## src/rtl/i2c_stretch_pkg.sv

```systemverilog
package i2c_stretch_pkg;
  localparam int BYTE_W = 8;
  localparam int NFLAG  = 4;
  localparam int CNT_W  = $clog2(BYTE_W + 1);

  typedef enum logic [2:0] {
    ST_IDLE, ST_ADDR, ST_ADDR_ACK, ST_RX, ST_RX_ACK, ST_TX, ST_TX_ACK, ST_SKIP
  } eng_state_e;

  localparam logic [1:0] OFS_TX   = 2'd0;
  localparam logic [1:0] OFS_RX   = 2'd1;
  localparam logic [1:0] OFS_CTRL = 2'd2;
  localparam logic [1:0] OFS_STAT = 2'd3;

  localparam int FL_STOP = 0;
  localparam int FL_TXE  = 1;
  localparam int FL_TXD  = 2;
  localparam int FL_RXF  = 3;

  localparam int CT_SBUF  = 0;
  localparam int CT_STALL = 1;
endpackage

```

## src/rtl/i2c_line_sync.sv

```systemverilog
module i2c_line_sync #(
  parameter int STAGES = 2
) (
  input  logic clk,
  input  logic rst_n,
  input  logic line_i,
  output logic line_s,
  output logic rise,
  output logic fall
);
  logic [STAGES-1:0] pipe_q;
  logic              prev_q;

  always_ff @(posedge clk) begin
    if (!rst_n) begin
      pipe_q <= '1;
      prev_q <= 1'b1;
    end else begin
      pipe_q <= {pipe_q[STAGES-2:0], line_i};
      prev_q <= pipe_q[STAGES-1];
    end
  end

  assign line_s = pipe_q[STAGES-1];
  assign rise   = line_s & ~prev_q;
  assign fall   = ~line_s & prev_q;
endmodule

```

## src/rtl/i2c_byte_engine.sv

```systemverilog
module i2c_byte_engine
  import i2c_stretch_pkg::*;
#(
  parameter logic [6:0] SLAVE_ADDR = 7'h2A
) (
  input  logic              clk,
  input  logic              rst_n,
  input  logic              scl_s,
  input  logic              scl_rise,
  input  logic              scl_fall,
  input  logic              sda_s,
  input  logic              sda_rise,
  input  logic              sda_fall,
  input  logic [BYTE_W-1:0] tx_byte,
  output logic              sda_oe,
  output logic [BYTE_W-1:0] rx_byte,
  output logic              rx_cap,
  output logic              tx_load,
  output logic              tx_done,
  output logic              stop_seen,
  output logic              addressed
);
  eng_state_e        state_q;
  logic [CNT_W-1:0]  cnt_q;
  logic [BYTE_W-1:0] sh_q;
  logic              rw_q;
  logic              mnack_q;
  logic              start_c, stop_c;

  assign start_c = sda_fall & scl_s;
  assign stop_c  = sda_rise & scl_s;

  always_ff @(posedge clk) begin
    if (!rst_n) begin
      state_q   <= ST_IDLE;
      cnt_q     <= '0;
      sh_q      <= '0;
      rw_q      <= 1'b0;
      mnack_q   <= 1'b1;
      rx_cap    <= 1'b0;
      tx_load   <= 1'b0;
      tx_done   <= 1'b0;
      stop_seen <= 1'b0;
    end else begin
      rx_cap    <= 1'b0;
      tx_load   <= 1'b0;
      tx_done   <= 1'b0;
      stop_seen <= 1'b0;
      if (stop_c) begin
        state_q   <= ST_IDLE;
        stop_seen <= 1'b1;
      end else if (start_c) begin
        state_q <= ST_ADDR;
        cnt_q   <= '0;
      end else begin
        case (state_q)
          ST_ADDR, ST_RX: begin
            if (scl_rise) begin
              sh_q  <= {sh_q[BYTE_W-2:0], sda_s};
              cnt_q <= cnt_q + 1'b1;
            end else if (scl_fall && cnt_q == CNT_W'(BYTE_W)) begin
              cnt_q <= '0;
              if (state_q == ST_RX) begin
                rx_cap  <= 1'b1;
                state_q <= ST_RX_ACK;
              end else if (sh_q[BYTE_W-1:1] == SLAVE_ADDR) begin
                rw_q    <= sh_q[0];
                state_q <= ST_ADDR_ACK;
              end else begin
                state_q <= ST_SKIP;
              end
            end
          end
          ST_ADDR_ACK: begin
            if (scl_fall) begin
              cnt_q <= '0;
              if (rw_q) begin
                sh_q    <= tx_byte;
                tx_load <= 1'b1;
                state_q <= ST_TX;
              end else begin
                state_q <= ST_RX;
              end
            end
          end
          ST_RX_ACK: begin
            if (scl_fall) state_q <= ST_RX;
          end
          ST_TX: begin
            if (scl_fall) begin
              sh_q  <= {sh_q[BYTE_W-2:0], 1'b0};
              cnt_q <= cnt_q + 1'b1;
              if (cnt_q == CNT_W'(BYTE_W - 1)) begin
                tx_done <= 1'b1;
                state_q <= ST_TX_ACK;
              end
            end
          end
          ST_TX_ACK: begin
            if (scl_rise) begin
              mnack_q <= sda_s;
            end else if (scl_fall) begin
              cnt_q <= '0;
              if (!mnack_q) begin
                sh_q    <= tx_byte;
                tx_load <= 1'b1;
                state_q <= ST_TX;
              end else begin
                state_q <= ST_SKIP;
              end
            end
          end
          default: ;
        endcase
      end
    end
  end

  always_comb begin
    case (state_q)
      ST_ADDR_ACK, ST_RX_ACK: sda_oe = 1'b1;
      ST_TX:                  sda_oe = ~sh_q[BYTE_W-1];
      default:                sda_oe = 1'b0;
    endcase
  end

  assign rx_byte   = sh_q;
  assign addressed = (state_q != ST_IDLE) && (state_q != ST_ADDR) && (state_q != ST_SKIP);

  // the slave never moves SDA during a stable SCL high phase
  a_r2_sda_steady_high: assert property (@(posedge clk) disable iff (!rst_n)
    (scl_s && $past(scl_s)) |-> $stable(sda_oe));

  // capture, load and sent events come from distinct clocks
  a_r4_events_exclusive: assert property (@(posedge clk) disable iff (!rst_n)
    $onehot0({rx_cap, tx_load, tx_done}));
endmodule

```

## src/rtl/i2c_slave_regs.sv

```systemverilog
module i2c_slave_regs
  import i2c_stretch_pkg::*;
(
  input  logic              clk,
  input  logic              rst_n,
  input  logic              reg_wr,
  input  logic [1:0]        reg_addr,
  input  logic [BYTE_W-1:0] reg_wdata,
  output logic [BYTE_W-1:0] reg_rdata,
  input  logic              stop_seen,
  input  logic              tx_load,
  input  logic              tx_done,
  input  logic              rx_cap,
  input  logic [BYTE_W-1:0] rx_byte,
  output logic [BYTE_W-1:0] tx_byte,
  output logic [NFLAG-1:0]  flags,
  output logic              single_buf,
  output logic              rx_stall
);
  logic [BYTE_W-1:0] tx_q, rx_q;
  logic [1:0]        ctrl_q;
  logic [NFLAG-1:0]  set_v, clr_v;

  always_comb begin
    set_v          = '0;
    set_v[FL_STOP] = stop_seen;
    set_v[FL_TXE]  = tx_load;
    set_v[FL_TXD]  = tx_done;
    set_v[FL_RXF]  = rx_cap;
    clr_v = (reg_wr && reg_addr == OFS_STAT) ? reg_wdata[NFLAG-1:0] : '0;
  end

  for (genvar g = 0; g < NFLAG; g++) begin : g_flag
    logic fq;
    always_ff @(posedge clk) begin
      if (!rst_n) fq <= 1'b0;
      else        fq <= set_v[g] | (fq & ~clr_v[g]);
    end
    assign flags[g] = fq;
  end

  always_ff @(posedge clk) begin
    if (!rst_n) begin
      tx_q   <= '0;
      rx_q   <= '0;
      ctrl_q <= '0;
    end else begin
      if (reg_wr && reg_addr == OFS_TX)   tx_q   <= reg_wdata;
      if (reg_wr && reg_addr == OFS_CTRL) ctrl_q <= reg_wdata[1:0];
      if (rx_cap)                         rx_q   <= rx_byte;
    end
  end

  always_comb begin
    case (reg_addr)
      OFS_TX:   reg_rdata = tx_q;
      OFS_RX:   reg_rdata = rx_q;
      OFS_CTRL: reg_rdata = {{(BYTE_W-2){1'b0}}, ctrl_q};
      default:  reg_rdata = {{(BYTE_W-NFLAG){1'b0}}, flags};
    endcase
  end

  assign tx_byte    = tx_q;
  assign single_buf = ctrl_q[CT_SBUF];
  assign rx_stall   = ctrl_q[CT_STALL];

  // a write of 1 with no coincident event leaves the flag clear
  a_r7_w1c_rx: assert property (@(posedge clk) disable iff (!rst_n)
    (reg_wr && reg_addr == OFS_STAT && reg_wdata[FL_RXF] && !rx_cap) |=> !flags[FL_RXF]);

  // the receive register holds the byte presented at the capture pulse
  a_r3_rx_capture: assert property (@(posedge clk) disable iff (!rst_n)
    rx_cap |=> (rx_q == $past(rx_byte)));
endmodule

```

## src/rtl/i2c_stretch_slave.sv

```systemverilog
module i2c_stretch_slave
  import i2c_stretch_pkg::*;
#(
  parameter logic [6:0] SLAVE_ADDR  = 7'h2A,
  parameter int         SYNC_STAGES = 2
) (
  input  logic              clk,
  input  logic              rst_n,
  input  logic              scl_i,
  output logic              scl_oe,
  input  logic              sda_i,
  output logic              sda_oe,
  input  logic              reg_wr,
  input  logic [1:0]        reg_addr,
  input  logic [BYTE_W-1:0] reg_wdata,
  output logic [BYTE_W-1:0] reg_rdata
);
  logic [1:0] raw, line_s, line_r, line_f;
  assign raw = {sda_i, scl_i};

  for (genvar g = 0; g < 2; g++) begin : g_sync
    i2c_line_sync #(.STAGES(SYNC_STAGES)) u_sync (
      .clk(clk), .rst_n(rst_n), .line_i(raw[g]),
      .line_s(line_s[g]), .rise(line_r[g]), .fall(line_f[g]));
  end

  logic              stop_seen, tx_load, tx_done, rx_cap, addressed;
  logic              single_buf, rx_stall, hold_q, hold_want;
  logic [BYTE_W-1:0] rx_byte, tx_byte;
  logic [NFLAG-1:0]  flags;

  i2c_byte_engine #(.SLAVE_ADDR(SLAVE_ADDR)) u_eng (
    .clk(clk), .rst_n(rst_n),
    .scl_s(line_s[0]), .scl_rise(line_r[0]), .scl_fall(line_f[0]),
    .sda_s(line_s[1]), .sda_rise(line_r[1]), .sda_fall(line_f[1]),
    .tx_byte(tx_byte), .sda_oe(sda_oe), .rx_byte(rx_byte),
    .rx_cap(rx_cap), .tx_load(tx_load), .tx_done(tx_done),
    .stop_seen(stop_seen), .addressed(addressed));

  i2c_slave_regs u_regs (
    .clk(clk), .rst_n(rst_n), .reg_wr(reg_wr), .reg_addr(reg_addr),
    .reg_wdata(reg_wdata), .reg_rdata(reg_rdata),
    .stop_seen(stop_seen), .tx_load(tx_load), .tx_done(tx_done),
    .rx_cap(rx_cap), .rx_byte(rx_byte), .tx_byte(tx_byte),
    .flags(flags), .single_buf(single_buf), .rx_stall(rx_stall));

  assign hold_want = addressed &&
                     ((single_buf && flags[FL_TXE]) || (rx_stall && flags[FL_RXF]));

  // A hold may begin only while SCL is already low; once on it lasts until the cause goes
  always_ff @(posedge clk) begin
    if (!rst_n) hold_q <= 1'b0;
    else        hold_q <= hold_want && (hold_q || !line_s[0]);
  end

  assign scl_oe = hold_q;

  // SCL is let go only after the pending flag that caused the stretch is cleared
  a_r8_release_after_clear: assert property (@(posedge clk) disable iff (!rst_n)
    $fell(scl_oe) |-> !(addressed && single_buf && flags[FL_TXE]) &&
                      !(addressed && rx_stall && flags[FL_RXF]));

  // a pending received byte with stall enabled engages the hold while SCL is low
  a_r9_stall_engages: assert property (@(posedge clk) disable iff (!rst_n)
    (addressed && rx_stall && flags[FL_RXF] && !line_s[0]) |=> scl_oe);
endmodule

```

## config.mk

```make
export PLATFORM = sky130hd
export DESIGN_NAME = i2c_stretch_slave
export DESIGN_NICKNAME = d
export VERILOG_FILES = /design/src/rtl/i2c_stretch_pkg.sv /design/src/rtl/i2c_line_sync.sv /design/src/rtl/i2c_byte_engine.sv /design/src/rtl/i2c_slave_regs.sv /design/src/rtl/i2c_stretch_slave.sv
export SDC_FILE = /design/constraint.sdc
export NUM_CORES = 1
export LEC_CHECK = 0
export BUFFER_PORTS_ARGS = -buffer_cell sky130_fd_sc_hd__buf_4
export CAP_MARGIN = 30
export CORE_MARGIN = 4
export CORE_UTILIZATION = 40
export CTS_CLUSTER_SIZE = 8
export DETAILED_ROUTE_END_ITERATION = 8
export GPL_TIMING_DRIVEN = 0
export PLACE_DENSITY = 0.58
export SYNTH_ARGS = -nofsm -noshare
export SYNTH_HDL_FRONTEND = slang
export SYNTH_SLANG_ARGS = --single-unit
```

## constraint.sdc

```tcl
create_clock -name clk -period 4.9 [get_ports clk]
set_clock_uncertainty 0.1 [all_clocks]
set_input_delay 0.98 -clock clk [delete_from_list [all_inputs] [get_ports clk]]
set_output_delay 0.98 -clock clk [all_outputs]
set_load 0.05 [all_outputs]
```

==> flow_metrics.env, run 1 <==
export IMPL_fp_coreArea_um2=5960
export IMPL_numCtsBuffers=5
export IMPL_start_kind="input pin"
export IMPL_antenna_found_initial=0
export IMPL_final_util_pct=47.7
export IMPL_cts_tree="done"
export IMPL_path_max_fanout=10
export IMPL_cts_clk_slew_worst_paths_ns=0.08
export IMPL_clk_latency_ns=0.30
export IMPL_syn_inst=275
export IMPL_remaining_drc_errors=0
export IMPL_port_buffers=24
export IMPL_worstSetupEndpointType="output port"
export IMPL_power_frac_comb_pct=12.8
export IMPL_rr_worst_depth=6
export IMPL_detail_route_first_pass_iterations=5
export IMPL_hp_class="register to register"
export IMPL_hold_viol=0
export IMPL_p_leak_nw=1.06
export IMPL_syn2layout_area_growth_pct=15.5
export IMPL_tns_ns=0
export IMPL_die_h_um=86.4
export IMPL_outcome="finished clean"
export IMPL_start_util_pct=41.3
export IMPL_fin_ws_ns=1.44
export IMPL_cp_buffers_inverters=3
export IMPL_use_met3_pct=3.14
export IMPL_yosys_warnings=0
export IMPL_hp_start="g_sync[0].u_sync.pipe_q[0]"
export IMPL_grt_max_degree=15
export IMPL_synth_async_reset_ratio_pct=0
export IMPL_max_freq_ghz=0.289
export IMPL_grt_use_total_pct=16.6
export IMPL_gp_congestion=0.831
export IMPL_synth_edf_count=0
export IMPL_drv_slew=0
export IMPL_post_cts_buffers=0
export IMPL_ir_drop_mv=0.199
export IMPL_grt_pass1_wl_um=9670
export IMPL_required_ns=3.82
export IMPL_p_sw_w=0.000198
export IMPL_top_usage_layer="met2"
export IMPL_setup_violations_final=0
export IMPL_cp_top_family="buffers and inverters"
export IMPL_n_fill_cell=588
export IMPL_clockBufferDepth=2
export IMPL_cap_violations=0
export IMPL_crit_top_cell="buf_4"
export IMPL_wl_um=5800
export IMPL_synth_seq_cells=50
export IMPL_syn_avg_cell_area_um2=8.94
export IMPL_cts_sinks=50
export IMPL_synth_cell_type_count=51
export IMPL_htreeDepth=2
export IMPL_nNetsFinal=323
export IMPL_finalPower_w=0.000805
export IMPL_ant_nets=0
export IMPL_arrival_ns=2.38
export IMPL_grt_use_met2_pct=24.8
export IMPL_min_path_cells=1
export IMPL_netlist_area_um2=2460
export IMPL_power_frac_clock_pct=35.1
export IMPL_antennaDiodeCount=0
export IMPL_ios=25
export IMPL_dp_final_hpwl_um=4300
export IMPL_reg2reg_from="u_eng.cnt_q[0]"
export IMPL_hold_buffers=0
export IMPL_p_seq_share_pct=52.2
export IMPL_fin_crit_sh_pct=70.7
export IMPL_die_width_um=86.4
export IMPL_die_area_um2=7460
export IMPL_ys_seq_area_share_pct=40.7
export IMPL_r2r_slack_ns=2.89
export IMPL_ctsResizeCount=0
export IMPL_slowest_stage="mux4_2"
export IMPL_cts_root_buf="clkbuf_8"
export IMPL_powerDensity_nw_per_um2=284
export IMPL_dpl_worst_slack_ns=1.44
export IMPL_slew_headroom_pct=52.4
export IMPL_post_route_min_period_ns=3.46
export IMPL_path_class="input pin to output port"
export IMPL_intPower_w=0.000607
export IMPL_synth_nets=292
export IMPL_p_sw_share_pct=24.6
export IMPL_whs_endpoint="g_sync[0].u_sync.pipe_q[1]"
export IMPL_r2r_end="u_eng.state_q[1]"
export IMPL_wl_per_cell_um=15.2
export IMPL_worstPathCellList="buf_4 -> clkbuf_1 -> mux4_2 -> buf_4"
export IMPL_overflow=0
export IMPL_synthFlopType="dfxtp_1"
export IMPL_drt_iter0_markers=177
export IMPL_dr_total_vias=2089
export IMPL_grt_pass1_vias=1936
export IMPL_max_stage_delay_ns=0.60
export IMPL_gr_usage_met1_pct=23.9
export IMPL_viasPerCell=5.47
export IMPL_rows=28
export IMPL_worst_slew_pin_slew_ns=0.714
export IMPL_rsz0062_at_grt="false"
export IMPL_drive_gt1_share_pct=16.9
-- layout make-up --
cell class	count	area [um2]	share of cell area (%)
plain buffers	17	109	3.83
clock buffers	7	76.3	2.69
clock inverters	1	30.0	1.06
inverters	6	22.5	0.793
multi-input cells	202	1330	46.7
flip-flops and latches	50	1000	35.3
well taps	75	93.8	3.31
repair buffers	24	180	6.35
-- worst reg2reg max path, stage by stage (launching register included) --
cell	delay [ns]
dfxtp_1	0.39
ha_1	0.20
nand3b_1	0.12
or3_1	0.33
o211ai_1	0.26
a21boi_1	0.33
mux2i_1	0.21
-- sequential cells by signal, summed over array words and instances, names as in the netlist --
register / flops
u_eng.rx_byte: 8
u_regs.rx_q: 8
u_regs.tx_byte: 8
g_sync.u_sync.pipe_q: 4
u_eng.cnt_q: 4
u_regs.g_flag.fq: 4
u_eng.state_q: 3
g_sync.u_sync.prev_q: 2
u_regs.ctrl_q: 2
scl_oe: 1
u_eng.mnack_q: 1
u_eng.rw_q: 1
u_eng.rx_cap: 1
u_eng.stop_seen: 1
u_eng.tx_done: 1
u_eng.tx_load: 1
-- worst max path at each step --
stage | endpoint | cells past startpoint | from | slack [ns]
floorplan | reg_rdata[4] | 3 | reg_addr[0] | 1.69
global placement | reg_rdata[0] | 4 | reg_addr[0] | 1.44
detailed placement | reg_rdata[1] | 4 | reg_addr[0] | 1.44
CTS | reg_rdata[1] | 4 | reg_addr[0] | 1.43
global route | reg_rdata[1] | 4 | reg_addr[0] | 1.36
finish | reg_rdata[1] | 4 | reg_addr[0] | 1.44
-- cell usage after synthesis, drive strengths merged (3+ instances only) --
master | count | share of area (%)
nor2 | 24 | 3.7
inv | 6 | 0.92
nand2b | 5 | 1.3
nor3b | 3 | 0.92
o31ai | 8 | 2.8
or2b | 3 | 1.0
o211ai | 3 | 1.1
buf | 5 | 1.8
nand2 | 40 | 6.1
a21oi | 19 | 3.9
nand3b | 4 | 1.2
mux2 | 3 | 1.4
mux2i | 24 | 9.8
o21ai | 6 | 1.2
or3 | 3 | 0.76
nand3 | 17 | 3.5
dfxtp | 50 | 41
clkbuf | 12 | 2.6
-- layer usage --
layer	share of wire [%]	vias up
li1	-	1038
met1	49	990
met2	44	54
met3	5.6	7
met4	1.4	0
met5	0	-
-- logic make-up (layout without fill, tap and decap cells) --
kind of cell | Yosys count | in the layout | share of synthesized area [%]
simple gates | 117 | 117 | 24.3
compound gates | 53 | 53 | 15.3
flops | 50 | 50 | 40.7
mux | 29 | 29 | 13.0
buf+inv | 23 | 55 | 5.34
fa+ha+maj | 2 | 2 | 1.02
xor+xnor | 1 | 1 | 0.356
-- per-stage QoR --
| step | std cells | hold slack [ns] | instance area, um2 |
|---|---|---|---|
| floorplan | 275 | 0.286 | 2460 |
| global placement | 374 | 0.289 | 2730 |
| detailed placement | 374 | 0.292 | 2730 |
| CTS | 382 | 0.313 | 2840 |
| global route | 382 | 0.355 | 2840 |
| finish | 382 | 0.309 | 2840 |
-- power groups by stage --
stage	Clock (W)	Sequential [W]	Combinational (W)
after floorplan	0	0.000427	0.0000716
final	0.000282	0.000420	0.000103
after global placement	0	0.000429	0.000102
after CTS	0.000293	0.000420	0.000103
after detailed placement	0	0.000429	0.000103
after global routing	0.000310	0.000421	0.000113
-- cells in the final DEF, fill, tap and decap left out, drive strengths merged, types with 2 or more instances in the layout --
cell / instances
nor3: 2
nand2: 40
mux2: 3
a31oi: 2
nand3: 17
a211o: 2
or4bb: 2
and2b: 2
inv: 6
a22o: 2
mux4: 2
nand3b: 4
a21o: 2
dfxtp: 50
o31ai: 8
clkbuf: 19
o21ai: 6
o221ai: 2
or2b: 3
o2111ai: 2
nor2: 24
nor4: 2
nor3b: 3
mux2i: 24
buf: 29
or3: 3
nand2b: 5
and3: 2
a21oi: 19
o211ai: 3
and2: 2
ha: 2
Power figures use the tool's default switching activity.
==> run 2, diff against run 1 <==
--- a/config.mk
+++ b/config.mk
@@ -5,6 +5,7 @@
 export SDC_FILE = /design/constraint.sdc
 export NUM_CORES = 1
 export LEC_CHECK = 0
+export ABC_AREA = 1
 export BUFFER_PORTS_ARGS = -buffer_cell sky130_fd_sc_hd__buf_4
 export CAP_MARGIN = 30
 export CORE_MARGIN = 4
@@ -12,7 +13,7 @@
 export CTS_CLUSTER_SIZE = 8
 export DETAILED_ROUTE_END_ITERATION = 8
 export GPL_TIMING_DRIVEN = 0
-export PLACE_DENSITY = 0.58
+export PLACE_DENSITY = 0.6
 export SYNTH_ARGS = -nofsm -noshare
 export SYNTH_HDL_FRONTEND = slang
 export SYNTH_SLANG_ARGS = --single-unit
==> constraint.sdc (replaced) <==
create_clock -name clk -period 2.8 [get_ports clk]
set_clock_uncertainty 0.1 [all_clocks]
set_input_delay 0.56 -clock clk [delete_from_list [all_inputs] [get_ports clk]]
set_output_delay 0.56 -clock clk [all_outputs]
set_load 0.05 [all_outputs]
==> run 2 against run 1 <==
Net effect:
- non-clock buffer count down 10
- sequential cell count stayed put
- register-to-register slack worse by 1.8 ns
- final cell count is 18% higher
- global-route usage grew 0.59 points
- area after synthesis shrank 2.4%
- sequential share of layout area rose by 0.44 points
- cell area decreased by 1.2%
- die area decreased by 2.2%
- core utilization up 1.7 points
- via count up 6.4%
- highest routed layer unchanged
==> flow_metrics.env, run 2 <==
export IMPL_netlist_area_um2=2400
export IMPL_detail_route_first_pass_iterations=4
export IMPL_remaining_drc_errors=0
export IMPL_hp_start="g_sync[0].u_sync.pipe_q[0]"
export IMPL_synth_nets=366
export IMPL_die_area_um2=7300
export IMPL_ios=25
export IMPL_gp_congestion=0.905
export IMPL_final_common_cell="nand2_1"
export IMPL_synthFlopType="dfxtp_1"
export IMPL_hold_viol=0
export IMPL_path_class="input pin to output port"
export IMPL_synth_top_area_share_pct=41.7
export IMPL_slew_headroom_pct=64.0
export IMPL_ir_drop_mv=0.327
export IMPL_required_ns=2.14
export IMPL_p_sw_w=0.000582
export IMPL_ant_nets=0
export IMPL_syn2layout_area_growth_pct=16.9
export IMPL_setup_violations_final=0
export IMPL_numCtsBuffers=5
export IMPL_r2r_end="u_eng.rx_byte[4]"
export IMPL_synth_async_reset_ratio_pct=0
export IMPL_fp_coreArea_um2=5680
export IMPL_n_fill_cell=582
export IMPL_rsz0062_at_grt="false"
export IMPL_p_sw_share_pct=30.8
export IMPL_start_util_pct=42.3
export IMPL_power_frac_clock_pct=33.5
export IMPL_cts_sinks=50
export IMPL_drt_iter0_markers=120
export IMPL_clockBufferDepth=2
export IMPL_ys_seq_area_share_pct=41.7
export IMPL_post_route_min_period_ns=2.37
export IMPL_ctsResizeCount=0
export IMPL_rows=27
export IMPL_drive_gt1_share_pct=12.4
export IMPL_max_freq_ghz=0.422
export IMPL_arrival_ns=1.71
export IMPL_fin_crit_sh_pct=84.5
export IMPL_synth_seq_cells=50
export IMPL_intPower_w=0.00131
export IMPL_yosysTopAreaCell="dfxtp_1"
export IMPL_grt_pass1_vias=2199
export IMPL_fin_ws_ns=0.433
export IMPL_yosys_warnings=0
export IMPL_r2r_slack_ns=1.13
export IMPL_worstSetupEndpointType="output port"
export IMPL_outcome="finished clean"
export IMPL_worst_slew_pin_slew_ns=0.541
export IMPL_antenna_found_initial=0
export IMPL_synth_cell_type_count=34
export IMPL_syn_avg_cell_area_um2=6.87
export IMPL_die_width_um=85.4
export IMPL_htreeDepth=2
export IMPL_path_max_fanout=8
export IMPL_cts_clk_slew_worst_paths_ns=0.09
export IMPL_cap_violations=0
export IMPL_dr_total_vias=2222
export IMPL_synth_most_common_cell="nand2_1"
export IMPL_grt_pass1_wl_um=9980
export IMPL_synth_area_top_cells="dfxtp_1 (42%), nand2_1 (13%), nor2_1 (8.1%), o21ai_0 (7.7%), inv_1 (6.3%)"
export IMPL_post_cts_buffers=0
export IMPL_wl_um=5760
export IMPL_hp_class="register to register"
export IMPL_die_h_um=85.4
export IMPL_min_path_cells=1
export IMPL_start_kind="input pin"
export IMPL_power_frac_comb_pct=23.4
export IMPL_tns_ns=0
export IMPL_clk_latency_ns=0.31
export IMPL_grt_use_total_pct=17.2
export IMPL_p_leak_nw=1.25
export IMPL_drv_slew=0
export IMPL_nNetsFinal=396
export IMPL_whs_endpoint="g_sync[0].u_sync.pipe_q[1]"
export IMPL_cts_root_buf="clkbuf_8"
export IMPL_port_buffers=23
export IMPL_dpl_worst_slack_ns=0.429
export IMPL_reg2reg_from="u_eng.state_q[1]"
export IMPL_syn_inst=349
export IMPL_antennaDiodeCount=0
export IMPL_final_cell_mix="nand2_1 (81), nor2_1 (52), dfxtp_1 (50)"
export IMPL_overflow=0
export IMPL_cts_tree="done"
export IMPL_hold_buffers=0
export IMPL_synth_edf_count=0
export IMPL_powerDensity_nw_per_um2=673
export IMPL_grt_max_degree=16
export IMPL_wl_per_cell_um=12.7
export IMPL_rr_worst_depth=9
export IMPL_viasPerCell=4.92
export IMPL_dp_final_hpwl_um=4400
export IMPL_yosys_top_cells_count="nand2_1 (81), nor2_1 (52), dfxtp_1 (50)"
export IMPL_p_seq_share_pct=43.1
## run 2: cell types whose count changed in the layout (fill, tap and decap cells not counted), sizes merged, moves of 5 or more
cell | previous run | this run
clkbuf | 19 | 11
o21ai | 6 | 37
inv | 6 | 41
nor2 | 24 | 55
nand2b | 5 | 0
mux2i | 24 | 0
o31ai | 8 | 0
nand2 | 40 | 83
## run 2: logic make-up (layout without fill, tap and decap cells)
kind of cell	count (synthesis)	in the layout	share of synthesized area, %
buffers and inverters	52	83	8.87
adders and majority gates	2	2	1.04
and+or+nand+nor	176	176	32.0
AOI/OAI and AO/OA	68	68	16.0
xor gates and xnor gates	1	1	0.365
DFF	50	50	41.7
## run 2: routing by layer
metal / global-route usage, % / up-vias / routed length [um]
met1: 21.0 / 962 / 2640
met4: 8.06 / 0 / 145
met3: 3.20 / 12 / 373
li1: - / 1182 / -
met2: 28.9 / 66 / 2600
met5: 0 / - / 0
## run 2: metrics by stage
step	util, %	hold slack [ns]	total power, W	instances	cell area (um2)
6_report	49.4	0.324	0.00189	452	2800
5_1_grt	49.4	0.324	0.00200	452	2800
4_1_cts	49.4	0.321	0.00190	452	2800
3_5_place_dp	46.9	0.303	0.00127	444	2660
3_3_place_gp	46.9	0.295	0.00127	444	2660
2_1_floorplan	-	0.293	0.00116	349	2400
## run 2: power groups by stage
| stage | Clock [W] | Combinational [W] | Sequential, W |
|---|---|---|---|
| after floorplan | 0 | 0.000344 | 0.000814 |
| after global placement | 0 | 0.000441 | 0.000830 |
| after detailed placement | 0 | 0.000441 | 0.000829 |
| after CTS | 0.000648 | 0.000443 | 0.000813 |
| after global routing | 0.000671 | 0.000511 | 0.000819 |
| final | 0.000633 | 0.000442 | 0.000813 |
## run 2: worst max-delay path, cell delays in order
cell and delay (ns):
buf_4 0.10, inv_1 0.06, nor2_1 0.40, nand2_1 0.13, a32oi_1 0.22, buf_4 0.23
## run 2: how the worst max path moves through the flow
stage,cells past startpoint,to,from
3_3_place_gp,6,reg_rdata[1],reg_addr[0]
2_1_floorplan,4,reg_rdata[1],reg_addr[0]
4_1_cts,6,reg_rdata[1],reg_addr[0]
5_1_grt,6,reg_rdata[1],reg_addr[0]
6_report,6,reg_rdata[1],reg_addr[0]
3_5_place_dp,6,reg_rdata[1],reg_addr[0]
## run 2: layout make-up
type	instances	area (um2)	area share, %
clock inverter	2	60.1	2.14
buffer	8	42.5	1.52
clock buffer	6	82.6	2.95
inverter	44	170	6.07
multi-input combinational	247	1180	42.3
tap	72	90.1	3.21
timing repair buffer	23	173	6.16
sequential	50	1000	35.7
==> run 3, diff against run 2 <==
--- a/config.mk
+++ b/config.mk
@@ -13,7 +13,7 @@
 export CTS_CLUSTER_SIZE = 8
 export DETAILED_ROUTE_END_ITERATION = 8
 export GPL_TIMING_DRIVEN = 0
-export PLACE_DENSITY = 0.6
+export PLACE_DENSITY = 0.58
 export SYNTH_ARGS = -nofsm -noshare
 export SYNTH_HDL_FRONTEND = slang
 export SYNTH_SLANG_ARGS = --single-unit
==> constraint.sdc (replaced) <==
create_clock -name clk -period 2.38 [get_ports clk]
set_clock_uncertainty 0.1 [all_clocks]
set_input_delay 0.476 -clock clk [delete_from_list [all_inputs] [get_ports clk]]
set_output_delay 0.476 -clock clk [all_outputs]
set_load 0.05 [all_outputs]
==> run 3 against run 2 <==
Net effect:
- clock power is 12% higher
- combinational power rose by 19%
- sequential share of layout area grew 0.064 points
- clock-buffer cell count decreased by 1
- wire length up 1.6%
- critical path depth unchanged
- cell area shrank 0.18%
- final cell count unchanged
- global-route usage up 0.25 points
- critical path type unchanged
- largest cell class unchanged
- largest power group unchanged
==> flow_metrics.env, run 3 (synthesized netlist as in run 2, its figures left out) <==
export IMPL_outcome="finished clean"
export IMPL_layout_cells_non_filler=452
export IMPL_overflow=0
export IMPL_clockBufferDepth=2
export IMPL_gp_congestion=0.927
export IMPL_die_h_um=85.4
export IMPL_p_sw_share_pct=31.1
export IMPL_grt_pass1_vias=2224
export IMPL_rr_worst_depth=8
export IMPL_p_seq_share_pct=43.6
export IMPL_arrival_ns=1.61
export IMPL_tns_ns=0
export IMPL_grt_pass1_wl_um=10300
export IMPL_port_buffers=23
export IMPL_path_class="input pin to output port"
export IMPL_power_frac_clock_pct=32.4
export IMPL_cts_sinks=50
export IMPL_cts_clk_slew_worst_paths_ns=0.10
export IMPL_cts_tree="done"
export IMPL_r2r_end="u_eng.rx_byte[5]"
export IMPL_htreeDepth=2
export IMPL_grt_max_degree=17
export IMPL_hp_class="input pin to register"
export IMPL_clk_latency_ns=0.31
export IMPL_slew_headroom_pct=64.4
export IMPL_drt_iter0_markers=133
export IMPL_ir_drop_mv=0.402
export IMPL_worst_slew_pin_slew_ns=0.535
export IMPL_setup_violations_final=0
export IMPL_grt_use_total_pct=17.4
export IMPL_final_cell_mix="nand2_1 (81), nor2_1 (52), dfxtp_1 (50)"
export IMPL_dpl_worst_slack_ns=0.175
export IMPL_hp_start="scl_i"
export IMPL_post_cts_buffers=0
export IMPL_antennaDiodeCount=0
export IMPL_final_common_cell="nand2_1"
export IMPL_fin_hold_ws_ns=0.247
export IMPL_numCtsBuffers=5
export IMPL_ctsResizeCount=0
export IMPL_p_sw_w=0.000681
export IMPL_remaining_drc_errors=0
export IMPL_wl_um=5850
export IMPL_nNetsFinal=396
export IMPL_power_frac_comb_pct=24.0
export IMPL_path_max_fanout=8
export IMPL_detail_route_first_pass_iterations=4
export IMPL_fin_ws_ns=0.192
export IMPL_antenna_found_initial=0
export IMPL_drive_gt1_share_pct=12.4
export IMPL_rows=27
export IMPL_dr_total_vias=2207
export IMPL_reg2reg_from="g_sync[0].u_sync.prev_q"
export IMPL_p_leak_nw=1.25
export IMPL_ios=25
export IMPL_fin_crit_sh_pct=91.9
export IMPL_post_route_min_period_ns=2.19
export IMPL_whs_endpoint="g_sync[0].u_sync.pipe_q[0]"
export IMPL_hold_buffers=0
export IMPL_min_path_cells=2
export IMPL_cap_violations=0
export IMPL_fp_coreArea_um2=5680
export IMPL_placedCellCount=444
export IMPL_worstSetupEndpointType="output port"
export IMPL_die_area_um2=7300
export IMPL_viasPerCell=4.88
export IMPL_start_util_pct=42.3
export IMPL_cts_root_buf="clkbuf_8"
export IMPL_start_kind="input pin"
export IMPL_max_freq_ghz=0.457
export IMPL_intPower_w=0.00151
export IMPL_rsz0062_at_grt="false"
export IMPL_required_ns=1.80
export IMPL_dp_final_hpwl_um=4440
export IMPL_drv_slew=0
export IMPL_powerDensity_nw_per_um2=782
export IMPL_ant_nets=0
export IMPL_hold_viol=0
export IMPL_wl_per_cell_um=12.9
export IMPL_die_width_um=85.4
export IMPL_r2r_slack_ns=0.66
export IMPL_syn2layout_area_growth_pct=16.7
==> run 3: changes by cell type in the layout (fill, tap and decap cells not counted), sizes merged <==
| cell | before | now |
|---|---|---|
| clkbuf | 11 | 10 |
| clkinv | 3 | 4 |
==> run 3: power by group through the flow <==
stage	Clock, W	Sequential (W)	Combinational [W]
floorplan	0	0.000958	0.000404
global placement	0	0.000976	0.000521
detailed placement	0	0.000975	0.000522
CTS	0.000734	0.000956	0.000526
global route	0.000760	0.000966	0.000604
finish	0.000710	0.000955	0.000525
==> run 3: area by class of cell <==
| cell class | instances | area, um2 |
|---|---|---|
| Tap cell | 72 | 90.1 |
| Fill cell | 583 | 2880 |
| Buffer | 8 | 42.5 |
| Clock inverter | 3 | 68.8 |
| Sequential cell | 50 | 1000 |
| Timing Repair Buffer | 23 | 173 |
| Inverter | 44 | 170 |
| Clock buffer | 5 | 68.8 |
| Multi-Input combinational cell | 247 | 1180 |
==> run 3: layer usage <==
layer	track usage [%]	share of wire, %	routed length (um)
met1	22.9	49	2860
met2	28.7	45	2660
met3	3.40	3.9	230
met4	5.18	1.7	99
met5	0	0	0
==> run 3: worst max-delay path by stage <==
stage	start	cells past startpoint	slack (ns)	endpoint
after floorplan	reg_addr[0]	4	0.03	reg_rdata[1]
after global placement	reg_addr[0]	6	0.12	reg_rdata[1]
after detailed placement	reg_addr[0]	6	0.18	reg_rdata[1]
after CTS	reg_addr[0]	6	0.15	reg_rdata[1]
after global routing	reg_addr[0]	6	0.12	reg_rdata[1]
final	reg_addr[0]	6	0.19	reg_rdata[1]
==> run 3: stage by stage <==
stage / instance area (um2) / total power (W) / utilization [%]
CTS: 2800 / 0.00222 / 49.3
finish: 2800 / 0.00219 / 49.3
global placement: 2660 / 0.00150 / 46.9
global route: 2800 / 0.00233 / 49.3
detailed placement: 2660 / 0.00150 / 46.9
floorplan: 2400 / 0.00136 / -
==> run 3: worst max-delay path, cell delays in order <==
cell and delay [ns]:
buf_4 0.10, inv_1 0.06, nor2_1 0.41, nand2_1 0.12, a32oi_1 0.21, buf_4 0.22
